<file path="src/rtl/conv_seq_pkg.sv">
package conv_seq_pkg;

  typedef enum logic [1:0] {
    SEQ_SLEEP = 2'd0,
    SEQ_WAKE  = 2'd1,
    SEQ_RUN   = 2'd2
  } seq_state_t;

  typedef struct packed {
    logic rst;
    logic pd;
    logic go;
  } seq_cmd_t;

  // Reset beats power-down, power-down beats start.
  function automatic seq_cmd_t seq_decode(input logic r, input logic p, input logic s);
    seq_cmd_t c;
    c.rst = r;
    c.pd  = p & ~r;
    c.go  = s & ~p & ~r;
    return c;
  endfunction

endpackage

</file>
<file path="src/rtl/conv_tick_ctr.sv">
module conv_tick_ctr #(
  parameter int LEN_W = 16
) (
  input  logic             clk,
  input  logic             rst_n,
  input  logic             clr,
  input  logic             tick,
  input  logic [LEN_W-1:0] target,
  output logic             hit
);
  logic [LEN_W-1:0] cnt_q, cnt_d, last;

  always_comb begin
    last = (target == '0) ? '0 : target - 1'b1;
    hit  = tick & (cnt_q == last);
    cnt_d = cnt_q;
    if (clr)       cnt_d = '0;
    else if (tick) cnt_d = hit ? '0 : cnt_q + 1'b1;
  end

  always_ff @(posedge clk or negedge rst_n) begin
    if (!rst_n) cnt_q <= '0;
    else        cnt_q <= cnt_d;
  end
endmodule

</file>
<file path="src/rtl/conv_len_mux.sv">
module conv_len_mux
  import conv_seq_pkg::*;
#(
  parameter int LEN_W       = 16,
  parameter int FIRST_NORM  = 210,
  parameter int FIRST_TURBO = 114,
  parameter int WAKE_NORM   = 205,
  parameter int WAKE_TURBO  = 103
) (
  input  seq_state_t       state,
  input  logic             cont,
  input  logic             turbo,
  input  logic             first,
  input  logic [LEN_W-1:0] conv_len,
  output logic [LEN_W-1:0] target
);
  localparam logic [LEN_W-1:0] FN = LEN_W'(FIRST_NORM);
  localparam logic [LEN_W-1:0] FT = LEN_W'(FIRST_TURBO);
  localparam logic [LEN_W-1:0] WN = LEN_W'(WAKE_NORM);
  localparam logic [LEN_W-1:0] WT = LEN_W'(WAKE_TURBO);

  always_comb begin
    if (state == SEQ_WAKE)   target = turbo ? WT : WN;
    else if (cont && first)  target = turbo ? FT : FN;
    else                     target = conv_len;
  end
endmodule

</file>
<file path="src/rtl/conv_fsm.sv">
module conv_fsm
  import conv_seq_pkg::*;
(
  input  logic       clk,
  input  logic       rst_n,
  input  seq_cmd_t   cmd,
  input  logic       cont,
  input  logic       int_osc,
  input  logic       hit,
  output seq_state_t state,
  output logic       first,
  output logic       conv_done,
  output logic       clr
);
  seq_state_t st_q, st_d;
  logic       first_q, first_d, wake_done;

  always_comb begin
    st_d      = st_q;
    conv_done = 1'b0;
    wake_done = 1'b0;
    unique case (st_q)
      SEQ_SLEEP: if (cmd.go) st_d = int_osc ? SEQ_WAKE : SEQ_RUN;
      SEQ_WAKE:  if (!cmd.go && hit) begin
                   wake_done = 1'b1;
                   st_d      = SEQ_RUN;
                 end
      SEQ_RUN:   if (!cmd.go && hit) begin
                   conv_done = 1'b1;
                   st_d      = cont ? SEQ_RUN : SEQ_SLEEP;
                 end
      default:   st_d = SEQ_SLEEP;
    endcase
    if (cmd.rst || cmd.pd) begin
      st_d      = SEQ_SLEEP;
      conv_done = 1'b0;
      wake_done = 1'b0;
    end

    first_d = first_q;
    if (cmd.rst || cmd.pd) first_d = 1'b0;
    else if (cmd.go)       first_d = 1'b1;
    else if (conv_done)    first_d = 1'b0;

    clr = cmd.go | cmd.rst | cmd.pd | wake_done | conv_done | (st_q == SEQ_SLEEP);
  end

  always_ff @(posedge clk or negedge rst_n) begin
    if (!rst_n) begin
      st_q    <= SEQ_SLEEP;
      first_q <= 1'b0;
    end else begin
      st_q    <= st_d;
      first_q <= first_d;
    end
  end

  assign state = st_q;
  assign first = first_q;
endmodule

</file>
<file path="src/rtl/conv_side_ctl.sv">
module conv_side_ctl
  import conv_seq_pkg::*;
#(
  parameter int IDAC_W = 3
) (
  input  logic              clk,
  input  logic              rst_n,
  input  seq_cmd_t          cmd,
  input  logic              conv_done,
  input  logic              data_rd,
  input  logic              psw,
  input  logic [IDAC_W-1:0] idac_code,
  output logic              drdy_n,
  output logic              sw_on,
  output logic              idac_on
);
  logic drdy_q, drdy_d, sw_q, sw_d, idac_q, idac_d, code_nz;

  assign code_nz = |idac_code;

  always_comb begin
    drdy_d = drdy_q;
    if (cmd.rst)                 drdy_d = 1'b1;
    else if (conv_done)          drdy_d = 1'b0;
    else if (cmd.go || data_rd)  drdy_d = 1'b1;

    sw_d = sw_q;
    if (cmd.rst || cmd.pd) sw_d = 1'b0;
    else if (!psw)         sw_d = 1'b0;
    else if (cmd.go)       sw_d = 1'b1;

    idac_d = idac_q;
    if (cmd.rst || cmd.pd)      idac_d = 1'b0;
    else if (!code_nz)          idac_d = 1'b0;
    else if (cmd.go)            idac_d = 1'b1;
  end

  always_ff @(posedge clk or negedge rst_n) begin
    if (!rst_n) begin
      drdy_q <= 1'b1;
      sw_q   <= 1'b0;
      idac_q <= 1'b0;
    end else begin
      drdy_q <= drdy_d;
      sw_q   <= sw_d;
      idac_q <= idac_d;
    end
  end

  assign drdy_n  = drdy_q;
  assign sw_on   = sw_q & psw;
  assign idac_on = idac_q & code_nz;
endmodule

</file>
<file path="src/rtl/conv_sequencer.sv">
module conv_sequencer
  import conv_seq_pkg::*;
#(
  parameter int LEN_W       = 16,
  parameter int IDAC_W      = 3,
  parameter int FIRST_NORM  = 210,
  parameter int FIRST_TURBO = 114,
  parameter int WAKE_NORM   = 205,
  parameter int WAKE_TURBO  = 103
) (
  input  logic              clk,
  input  logic              rst_n,
  input  logic              tclk_tick,
  input  logic              cmd_start,
  input  logic              cmd_pwrdn,
  input  logic              cmd_reset,
  input  logic              cfg_cont,
  input  logic              cfg_turbo,
  input  logic              cfg_psw,
  input  logic [IDAC_W-1:0] cfg_idac,
  input  logic              use_int_osc,
  input  logic [LEN_W-1:0]  conv_len,
  input  logic              data_rd,
  output logic              drdy_n,
  output logic              sw_on,
  output logic              idac_on,
  output logic              low_pwr
);
  seq_cmd_t         cmd;
  seq_state_t       state;
  logic             first, conv_done, clr, hit;
  logic [LEN_W-1:0] target;

  assign cmd = seq_decode(cmd_reset, cmd_pwrdn, cmd_start);

  conv_fsm u_fsm (
    .clk(clk), .rst_n(rst_n), .cmd(cmd), .cont(cfg_cont), .int_osc(use_int_osc),
    .hit(hit), .state(state), .first(first), .conv_done(conv_done), .clr(clr)
  );

  conv_len_mux #(
    .LEN_W(LEN_W), .FIRST_NORM(FIRST_NORM), .FIRST_TURBO(FIRST_TURBO),
    .WAKE_NORM(WAKE_NORM), .WAKE_TURBO(WAKE_TURBO)
  ) u_len (
    .state(state), .cont(cfg_cont), .turbo(cfg_turbo), .first(first),
    .conv_len(conv_len), .target(target)
  );

  conv_tick_ctr #(.LEN_W(LEN_W)) u_ctr (
    .clk(clk), .rst_n(rst_n), .clr(clr), .tick(tclk_tick), .target(target), .hit(hit)
  );

  conv_side_ctl #(.IDAC_W(IDAC_W)) u_side (
    .clk(clk), .rst_n(rst_n), .cmd(cmd), .conv_done(conv_done), .data_rd(data_rd),
    .psw(cfg_psw), .idac_code(cfg_idac), .drdy_n(drdy_n), .sw_on(sw_on), .idac_on(idac_on)
  );

  assign low_pwr = (state == SEQ_SLEEP);
endmodule

</file>
<file path="config.mk">
export PLATFORM = sky130hd
export DESIGN_NAME = conv_sequencer
export DESIGN_NICKNAME = d
export VERILOG_FILES = /design/src/rtl/conv_seq_pkg.sv /design/src/rtl/conv_tick_ctr.sv /design/src/rtl/conv_len_mux.sv /design/src/rtl/conv_fsm.sv /design/src/rtl/conv_side_ctl.sv /design/src/rtl/conv_sequencer.sv
export SDC_FILE = /design/constraint.sdc
export NUM_CORES = 1
export LEC_CHECK = 0
export BUFFER_PORTS_ARGS = -buffer_cell sky130_fd_sc_hd__buf_2
export CAP_MARGIN = 5
export CORE_MARGIN = 2
export CORE_UTILIZATION = 50
export CTS_CLUSTER_DIAMETER = 100
export DETAILED_ROUTE_END_ITERATION = 16
export HOLD_SLACK_MARGIN = 0.03
export PLACE_DENSITY_LB_ADDON = 0.05
export SYNTH_ARGS = -nofsm -noshare
export SYNTH_HDL_FRONTEND = slang
export SYNTH_SLANG_ARGS = --single-unit
</file>
<file path="constraint.sdc">
create_clock -name clk -period 8.9 [get_ports clk]
set_input_delay 0.89 -clock clk [delete_from_list [all_inputs] [get_ports clk]]
set_output_delay 0.89 -clock clk [all_outputs]
set_load 0.01 [all_outputs]
</file>
==> results of run 1 <==
[layout by cell type, fill, tap and decap left out, types with 3 or more instances in the layout]
cell                         n
sky130_fd_sc_hd__nor4_1      9
sky130_fd_sc_hd__xor2_1     11
sky130_fd_sc_hd__buf_2      33
sky130_fd_sc_hd__dfrtp_1    21
sky130_fd_sc_hd__o211ai_1    5
sky130_fd_sc_hd__or4_1       3
sky130_fd_sc_hd__nor2b_1     5
sky130_fd_sc_hd__a211oi_1    4
sky130_fd_sc_hd__o21ai_0    11
sky130_fd_sc_hd__nand4b_1    3
sky130_fd_sc_hd__or3_1      10
sky130_fd_sc_hd__o2111ai_1   4
sky130_fd_sc_hd__clkbuf_8    4
sky130_fd_sc_hd__nor2_1     44
sky130_fd_sc_hd__and3_1      7
sky130_fd_sc_hd__a22oi_1     3
sky130_fd_sc_hd__a31oi_1     5
sky130_fd_sc_hd__ha_1        3
sky130_fd_sc_hd__nand2b_1    6
sky130_fd_sc_hd__xnor2_1     9
sky130_fd_sc_hd__nand3_1    12
sky130_fd_sc_hd__nand4_1    11
sky130_fd_sc_hd__a2111oi_0   3
sky130_fd_sc_hd__or2_2       5
sky130_fd_sc_hd__a21oi_1    10
sky130_fd_sc_hd__nor3_1     11
sky130_fd_sc_hd__nand2_1    18
sky130_fd_sc_hd__inv_1       5
sky130_fd_sc_hd__o22ai_1     4
[power groups by stage]
| stage | registers [uW] | clock network (uW) | logic [uW] |
|---|---|---|---|
| 2_1_floorplan | 103 | 0 | 33.2 |
| 3_3_place_gp | 104 | 0 | 53.7 |
| 6_report | 102 | 72.2 | 54.8 |
| 5_1_grt | 102 | 76.8 | 60.5 |
| 4_1_cts | 102 | 72.3 | 53.7 |
| 3_5_place_dp | 104 | 0 | 53.4 |
[worst register-to-register path, stage by stage, from the launching register on]
cell and delay (ps):
sky130_fd_sc_hd__dfrtp_1 440, sky130_fd_sc_hd__nand2b_1 440, sky130_fd_sc_hd__nand2_1 410, sky130_fd_sc_hd__o22ai_1 300, sky130_fd_sc_hd__ha_1 270, sky130_fd_sc_hd__or3b_1 470, sky130_fd_sc_hd__o21ai_2 220, sky130_fd_sc_hd__o221ai_2 130
sky130_fd_sc_hd__a2111oi_2 340, sky130_fd_sc_hd__nand4_1 160, sky130_fd_sc_hd__a2111o_1 530, sky130_fd_sc_hd__o21bai_1 810, sky130_fd_sc_hd__nor2_1 110
[kinds of logic after synthesis]
logic type                 count (synthesis)  synth area share [%]
muxes                                      2                 0.951
AOI/OAI and AO/OA                         73                  23.4
and+or+nand+nor                          155                  37.3
buffers and inverters                     21                  4.14
xor gates and xnor gates                  20                  7.83
DFF                                       22                  24.7
adders and majority gates                  3                  1.68
[routing by layer]
layer | vias up | global-route usage [%] | wire [um]
met3 | 25 | 3.28 | 576
met5 | - | 0 | 0
met1 | 1146 | 38.0 | 2830
met4 | 0 | 11.9 | 216
li1 | 1167 | - | -
met2 | 144 | 43.3 | 3040
[flip-flops by register name, summed over array words and instances (netlist names)]
signal / flops
u_side.sw_q: 1
u_fsm.first: 1
u_side.idac_q: 1
u_ctr.cnt_q: 16
u_fsm.state: 2
u_side.drdy_n: 1
[worst max path at each step]
stage	cells after the start	endpoint	startpoint
finish	13	u_ctr.cnt_q[4]	cfg_cont
global route	13	u_ctr.cnt_q[9]	cfg_cont
CTS	13	u_ctr.cnt_q[9]	cfg_cont
detailed placement	13	u_ctr.cnt_q[9]	cfg_cont
global placement	13	u_ctr.cnt_q[11]	cfg_cont
floorplan	14	u_ctr.cnt_q[0]	cfg_cont
[final cells by class]
class	count	area, sq um	area share [%]
multi-input combinational	253	1590	65.0
clock buffer	4	55.1	2.25
inverter	5	18.8	0.767
sequential	22	552	22.5
timing repair buffer	33	165	6.75
tap	52	65.1	2.66
[per-stage QoR]
step / setup slack [ps] / power, uW / util [%] / std cells
floorplan: 4710 / 137 / - / 296
global placement: 3820 / 157 / 55.3 / 365
detailed placement: 3780 / 157 / 55.3 / 365
CTS: 4050 / 228 / 56.6 / 369
global route: 3630 / 239 / 56.6 / 369
finish: 4040 / 229 / 56.6 / 369
==> results by stage, run 1 <==
Setup path:
- The cell that appears most often on the critical path is sky130_fd_sc_hd__nand2_1.
- The critical path is of the primary input to register type.
- The family with the most delay on the worst path is compound AO/OA/AOI/OAI gates.
- The startpoint class of the critical path is a primary input.
- The sum of buffers and inverters on the critical path is 1.
- For the worst flop-to-flop path, the logic depth is 12.
- The startpoint identified for the worst register-to-register timing path is u_fsm.state[1].
- The largest incremental delay on the critical path is 810 ps.
- The slowest stage cell on the critical path is sky130_fd_sc_hd__o21bai_1.
- For flop-to-flop paths, the worst setup slack is 4120 ps.
- The maximum fanout count along the critical path is 14.
- The worst flop-to-flop path endpoint is u_ctr.cnt_q[4].
- At the worst endpoint, the required time is between 9000 and 10000 ps.
- The signal on the critical path passes through buf_2 > nand2_1 > nand2_1 > o22ai_1 > ha_1 > or3b_1 > o21ai_2 > o221ai_2 > a2111oi_2 > nand4_1 > a2111o_1 > o21bai_1 > nor2_1.
- The worst setup path is captured at a register.
- Data on the critical path arrives at its endpoint at between 4000 and 5000 ps.

Yosys:
- In this run, synthesis inferred 0 flip-flops with an integrated enable.
- The dominant cell type by area after synthesis is sky130_fd_sc_hd__dfrtp_1.
- For this run, the leading register cell type out of synthesis is sky130_fd_sc_hd__dfrtp_1.
- The number of nets handed over by synthesis was roughly 330.
- The mean area per synthesized cell is around 7.6 sq um.
- The number of library cell types mapped by synthesis is between 60 and 70.
- The gate count of the mapped netlist is just under 300.
- In the post-synthesis netlist, the biggest area contributors are sky130_fd_sc_hd__dfrtp_1, sky130_fd_sc_hd__nor2_1, sky130_fd_sc_hd__xor2_1, sky130_fd_sc_hd__xnor2_1, sky130_fd_sc_hd__nand4_1.
- The commonest cells after synthesis are sky130_fd_sc_hd__nor2_1, sky130_fd_sc_hd__dfrtp_1, sky130_fd_sc_hd__nand2_1, sky130_fd_sc_hd__nand3_1.
- The share of synthesized area occupied by flip-flops and latches is 24.7%.
- The library cell with the highest instance count after synthesis is sky130_fd_sc_hd__nor2_1.
- In this run, synthesis produced a sequential element count of 22.
- Of all flip-flops after synthesis, the portion carrying an async set or reset was 100%.
- The top cell type's share of synthesized area is a little under a quarter.
- The post-synthesis instance area is 2240 sq um.
- The count of synthesis-stage warnings from yosys is 0.

Clock tree:
- TritonCTS created 3 clock buffers.
- The number of gates resized after CTS was 0.
- The count of hold buffers inserted by post-cts repair is 0.
- The CTS tree is built.
- The number of buffers inserted by post-CTS setup repair is 0.
- The number of sinks handled by clock tree synthesis is 22.
- The master cell of the clock root buffer is sky130_fd_sc_hd__clkbuf_8.
- The H-tree depth is 1.
- The clock network latency to the later pin of the worst-skew pair is between 200 and 300 ps.
- The maximum root-to-sink buffer count is 2.
- Clock-pin slew was measured on the worst setup and hold paths at around 80 ps.

Worst hold path:
- The worst hold path passes through 2 cells.
- The worst hold path begins at u_side.sw_q.
- The worst hold path belongs to the class register to register.
- For hold timing, the worst endpoint is u_side.sw_q.

Pwr:
- The cell leakage power is a little under 0.0009 uW.
- The internal power of the cells is ~160 uW.
- Summed over all nets, the switching power comes to just under 70 uW.
- Of the total power, the clock network draws 31.6%.
- The switching part of the total power is ~30%.
- Combinational cells account for approximately a quarter of the total power.
- The largest voltage drop on the vdd net is between 0.08 and 0.09 mV.
- The power density of the placed cells is just over 90 nW/um^2.
- The share of total power dissipated in sequential elements is between 40% and 50%.

STA:
- The maximum frequency from static timing analysis is approximately 200 MHz.
- The max-slew violation total from the final report is 0.
- Setup repair after global routing left no endpoint under its margin.
- Setup violations remaining at the end of the flow were counted as 0.
- The total count of hold-check failures in the final report is 0.
- The worst hold slack after final layout is 527 ps.
- Setup total negative slack on the finished layout was measured at 0 ps.
- The largest clock skew in the final design is 2.39 ps.
- The shortest period the worst path allows is about 5000 ps.
- At the pin with the least slew margin, the transition time is 978 ps.
- The final worst-path cycle share is between 50% and 60%.
- The headroom to the max-slew limit is around a third.

Global routing:
- After global routing the overflow that remains totals 0.
- The first global-routing pass estimated around 11000 um of wire.
- The number of antenna violations at the first check in global routing is 0.
- The via count of the first global-routing pass came to ~2.2k.
- The maximum number of pins on one net before global-route repair is 23.
- The all-layer global routing usage is 27.4%.

Die:
- The chip width is approximately 71 um.
- The floorplan step defined a core boundary enclosing about 4300 sq um.
- The die covers between 5000 and 6000 sq um.
- The row count is 24.
- During I/O placement, the number of pins put on the boundary was 34.
- The initial core utilization is between 50 and 60%.
- The vertical extent of the die is 70.9 um.

Layout:
- The fraction of final layout cells with drive strength greater than 1 is between 10% and 20%.
- Once layout is done, the placed cells without fillers occupy roughly 2400 sq um.
- The repair_antennas step left the layout with diodes totalling 0.
- The net count reported at finish is around 350.
- The area growth from synthesis to layout is 9.46%.
- After filler insertion, the fill cell instance count of the layout stands at 434.

Routing:
- The mean number of vias per cell is about 6.7.
- The number of nets still failing antenna checks after routing is 0.
- The number of iterations in the first detailed-routing pass is 6.
- Summed over all layers, the routed wires come to ~6700 um.
- The total DRC errors in the routed layout is 0.
- The detailed router finished its first iteration with 262 violations.
- The wire length per cell is roughly 18 um.
- The routed layout has 2482 vias.

Placement:
- After legalization and detailed placement, the total HPWL measured between 5000 and 6000 um.
- Routability-driven placement finished with a final weighted congestion of ~0.99.
- The number of buffers inserted by port buffering is 33.
- Once placement finished, the instance area stood at approximately 2400 sq um.

Job:
- The max-cap violation count is 0.

Status:
- The run finished with clean final reports.
No activity file was read; power rests on OpenSTA's default activity.
==> inputs of run 2 (changes only) <==
- clock period: 8.9 -> 4.5 ns (I/O delays scaled with it)
==> run 2 against run 1 <==
Effect of this change: wire length decreased by 1.9%; clock power increased by 70%; combinational power up 100%; clock-buffer cell count did not move; critical endpoint is now u_ctr.cnt_q[0]; clock skew rose by 3.6 ps; worst setup slack got worse by 3600 ps; sequential cell count is the same; die area stayed put; highest routed layer unchanged; core utilization grew 0.84 points; first-iteration DRC count rose by 18%; sequential share of layout area fell by 0.33 points.
==> results by stage, run 2 (synthesis results as in run 1) <==
Status:
- The flow ran to the end, and the final reports show no timing, DRC or antenna violations.

Clock tree:
- TritonCTS built the clock tree.
- The number of clock buffers inserted by TritonCTS is 3.
- After clock tree synthesis, the clock-pin slew on the worst setup and hold paths is 80 ps.
- The H-tree depth is 1.
- The number of buffers inserted by post-CTS setup repair is 0.
- The maximum root-to-sink buffer count is 2.
- The number of hold buffers added after CTS was 0.
- Clock tree synthesis found a total of 22 sinks.
- The clock network latency to the later pin of the worst-skew pair is about 260 ps.
- The master cell of the clock root buffer is sky130_fd_sc_hd__clkbuf_8.

Die:
- For this configuration, the core starts out at a cell density of between 50% and 60%.
- The area of the die is about 5000 sq um.
- In this run the core area contains 24 standard-cell rows.
- The number of top-level pins is 34.
- Measured along the x axis, the die boundary spans roughly 71 um.
- The core region is 4320 sq um.
- The vertical extent of the die is between 70 and 80 um.

Global routing:
- Global routing consumed, on the met3 layer, 3.85% of the routing resources.
- The number of antenna violations at the first check in global routing is 0.
- For met1 alone, demand over resource in global routing was between 30% and 40%.
- The maximum number of pins on one net before global-route repair is 23.
- For this run the aggregate overflow at the end of global routing stands at 0.
- In the global route stage, met2 resource usage came out at about two fifths.
- Global routing consumed, over all layers together, between 20% and 30% of the routing resources.
- The first global-routing pass estimated between 10000 and 15000 um of wire.
- The via count of the first global-routing pass is 2281.
- met2 is the most crowded layer.

Routing:
- In this run, the number of DRC markers left after iteration 0 of detailed routing was about 300.
- For this block, the via count after detailed routing is about 2.5k.
- After detailed routing, the total wire length is 6540 um.
- The number of nets still failing antenna checks after routing is 0.
- Dividing the detail-routed via count by the number of cells gives around 6.6.
- The number of iterations in the first detailed-routing pass is 7.
- The total DRC errors in the routed layout is 0.
- The wire length per cell is 17.4 um.

Pwr:
- Combinational logic is responsible for between 20% and 30% of the overall power.
- Across the VDD grid, the largest voltage drop is roughly 0.17 mV.
- The power density of the placed cells is 175 nW/um^2.
- For this design the static power due to leakage is approximately 0.00091 uW.
- The power dissipated by switching net loads is ~130 uW.
- The proportion of power drawn by flip-flops and latches is 46.4%.
- The clock network accounts for about 28% of the total power.
- The switching part of the total power is between 20 and 30%.
- The internal portion of the total power is 305 uW.

Layout:
- The library cells used most frequently in the layout, excluding fill and tap cells, are sky130_fd_sc_hd__nor2_1, sky130_fd_sc_hd__buf_2, sky130_fd_sc_hd__dfrtp_1, sky130_fd_sc_hd__nand2_1, sky130_fd_sc_hd__nand3_1.
- In the final layout, the share of cells above drive strength 1 is between 15 and 20%.
- After routing the design area is approximately 2500 sq um.
- The area growth from synthesis to layout is 11.1%.
- The library cell used most frequently in the layout, excluding fill and tap cells, is sky130_fd_sc_hd__nor2_1.
- The antenna cell count is 0.
- The number of standard cells in the final layout excluding fillers is 375.
- The net count of the finished layout is between 300 and 400.
- The largest register by flop count is u_ctr.cnt_q.
- The number of flip-flops in the largest register is 16.
- The end-of-flow core utilization is a little under three fifths.
- The total of fill cells in the finished design is roughly 420.

Setup path:
- In this run the register-to-register setup slack is about 440 ps.
- The cell count of the worst reg-to-reg path is 12.
- The type of the setup path with the least slack is register to register.
- In this run the critical register-to-register path is captured at u_ctr.cnt_q[0].
- The slowest stage cell on the critical path is sky130_fd_sc_hd__a2111o_1.
- The startpoint class of the critical path is a register.
- At the worst endpoint, the arrival time is about 4200 ps.
- The critical register-to-register path startpoint is u_fsm.state[1].
- The largest incremental delay on the critical path is between 500 and 600 ps.
- The required time at the worst-slack endpoint is approximately 4600 ps.
- The family with the most delay on the worst path is compound AO/OA/AOI/OAI gates.
- The maximum fanout count along the critical path is 12.
- The number of buffers and inverters on the critical path is 0.
- The endpoint kind of the worst setup timing path is a register.
- Walking the worst path, the cells encountered are nand2b_1 > nand2_1 > o22ai_1 > ha_1 > or3b_1 > o21ai_2 > o221ai_2 > a2111oi_2 > nand4_1 > a2111o_1 > a2111oi_1 > a211oi_1.

STA:
- The maximum frequency from static timing analysis is about 250 MHz.
- The worst path needs between 4000 and 5000 ps of the cycle, external delays included.
- The total count of hold-check failures in the final report is 0.
- The final worst-path cycle share is 90.3%.
- Across the routed clock network, the largest skew measured is roughly 5.9 ps.
- The headroom to the max-slew limit is roughly 43%.
- The number of failing setup endpoints in the final timing report is 0.
- The worst hold slack after final layout is around 140 ps.
- The pin slew with the least headroom to its limit is about 860 ps.
- For the final routed database, the setup TNS stands at 0 ps.
- Setup repair after global routing left no endpoint under its margin.
- The max-slew violation total from the final report is 0.

Placement:
- At the end of routability-driven placement, the weighted congestion stood at 0.965.
- Including well taps, the total number of placed cells is around 370.
- The detailed-placement wirelength estimate is 5100 um.
- The number of buffers inserted by port buffering is 33.
- Once placement finished, the instance area stood at around 2400 sq um.

Worst hold path:
- The class of the tightest hold or removal check is primary input to asynchronous set/reset pin.

Job:
- Max-cap violations in this run came to 0.
[run 2: power by group through the flow]
stage / Sequential, uW / Combinational (uW) / Clock, uW
6_report: 201 / 110 / 123
5_1_grt: 201 / 121 / 136
4_1_cts: 201 / 107 / 128
3_5_place_dp: 205 / 107 / 0
3_3_place_gp: 205 / 108 / 0
2_1_floorplan: 205 / 65.6 / 0
[run 2: final cells by class]
| class | instances | area (sq um) | share of cell area [%] |
|---|---|---|---|
| multi-input combinational | 253 | 1590 | 64.1 |
| sequential | 22 | 552 | 22.2 |
| timing repair buffer | 39 | 210 | 8.46 |
| tap | 52 | 65.1 | 2.62 |
| clock buffer | 4 | 45.0 | 1.81 |
| inverter | 5 | 18.8 | 0.756 |
[run 2: per-layer routing]
| layer | vias up | part of all wire [%] |
|---|---|---|
| met5 | - | 0 |
| met1 | 1135 | 43 |
| met4 | 0 | 3.4 |
| met3 | 35 | 7.7 |
| li1 | 1179 | - |
| met2 | 128 | 46 |
[run 2: how the worst max path moves through the flow]
stage / startpoint / endpoint / slack (ps) / depth (start not counted)
2_1_floorplan: u_fsm.state[1] / u_ctr.cnt_q[0] / 680 / 15
3_3_place_gp: cfg_cont / u_ctr.cnt_q[0] / 500 / 12
3_5_place_dp: cfg_cont / u_ctr.cnt_q[0] / 350 / 12
4_1_cts: u_fsm.state[1] / u_ctr.cnt_q[0] / 370 / 12
5_1_grt: u_fsm.state[1] / u_ctr.cnt_q[0] / 80 / 12
6_report: u_fsm.state[1] / u_ctr.cnt_q[0] / 440 / 12
[run 2: repair_timing]
action | 4_1_cts | 5_1_grt
resized for setup | 0 | 1
endpoints found under the hold margin | 0 | 0
endpoints found under the setup margin | 0 | 2
[run 2: through the flow]
stage | worst slack [ps] | power (uW)
after floorplan | 683 | 270
after global placement | 500 | 313
after detailed placement | 353 | 312
after CTS | 371 | 436
after global routing | 75.9 | 458
final | 436 | 434
[run 2: worst reg2reg max path, stage by stage (launching register included)]
cell,delay (ps)
sky130_fd_sc_hd__dfrtp_1,430
sky130_fd_sc_hd__nand2b_1,430
sky130_fd_sc_hd__nand2_1,150
sky130_fd_sc_hd__o22ai_1,220
sky130_fd_sc_hd__ha_1,270
sky130_fd_sc_hd__or3b_1,470
sky130_fd_sc_hd__o21ai_2,210
sky130_fd_sc_hd__o221ai_2,120
sky130_fd_sc_hd__a2111oi_2,370
sky130_fd_sc_hd__nand4_1,140
sky130_fd_sc_hd__a2111o_1,530
sky130_fd_sc_hd__a2111oi_1,500
sky130_fd_sc_hd__a211oi_1,100
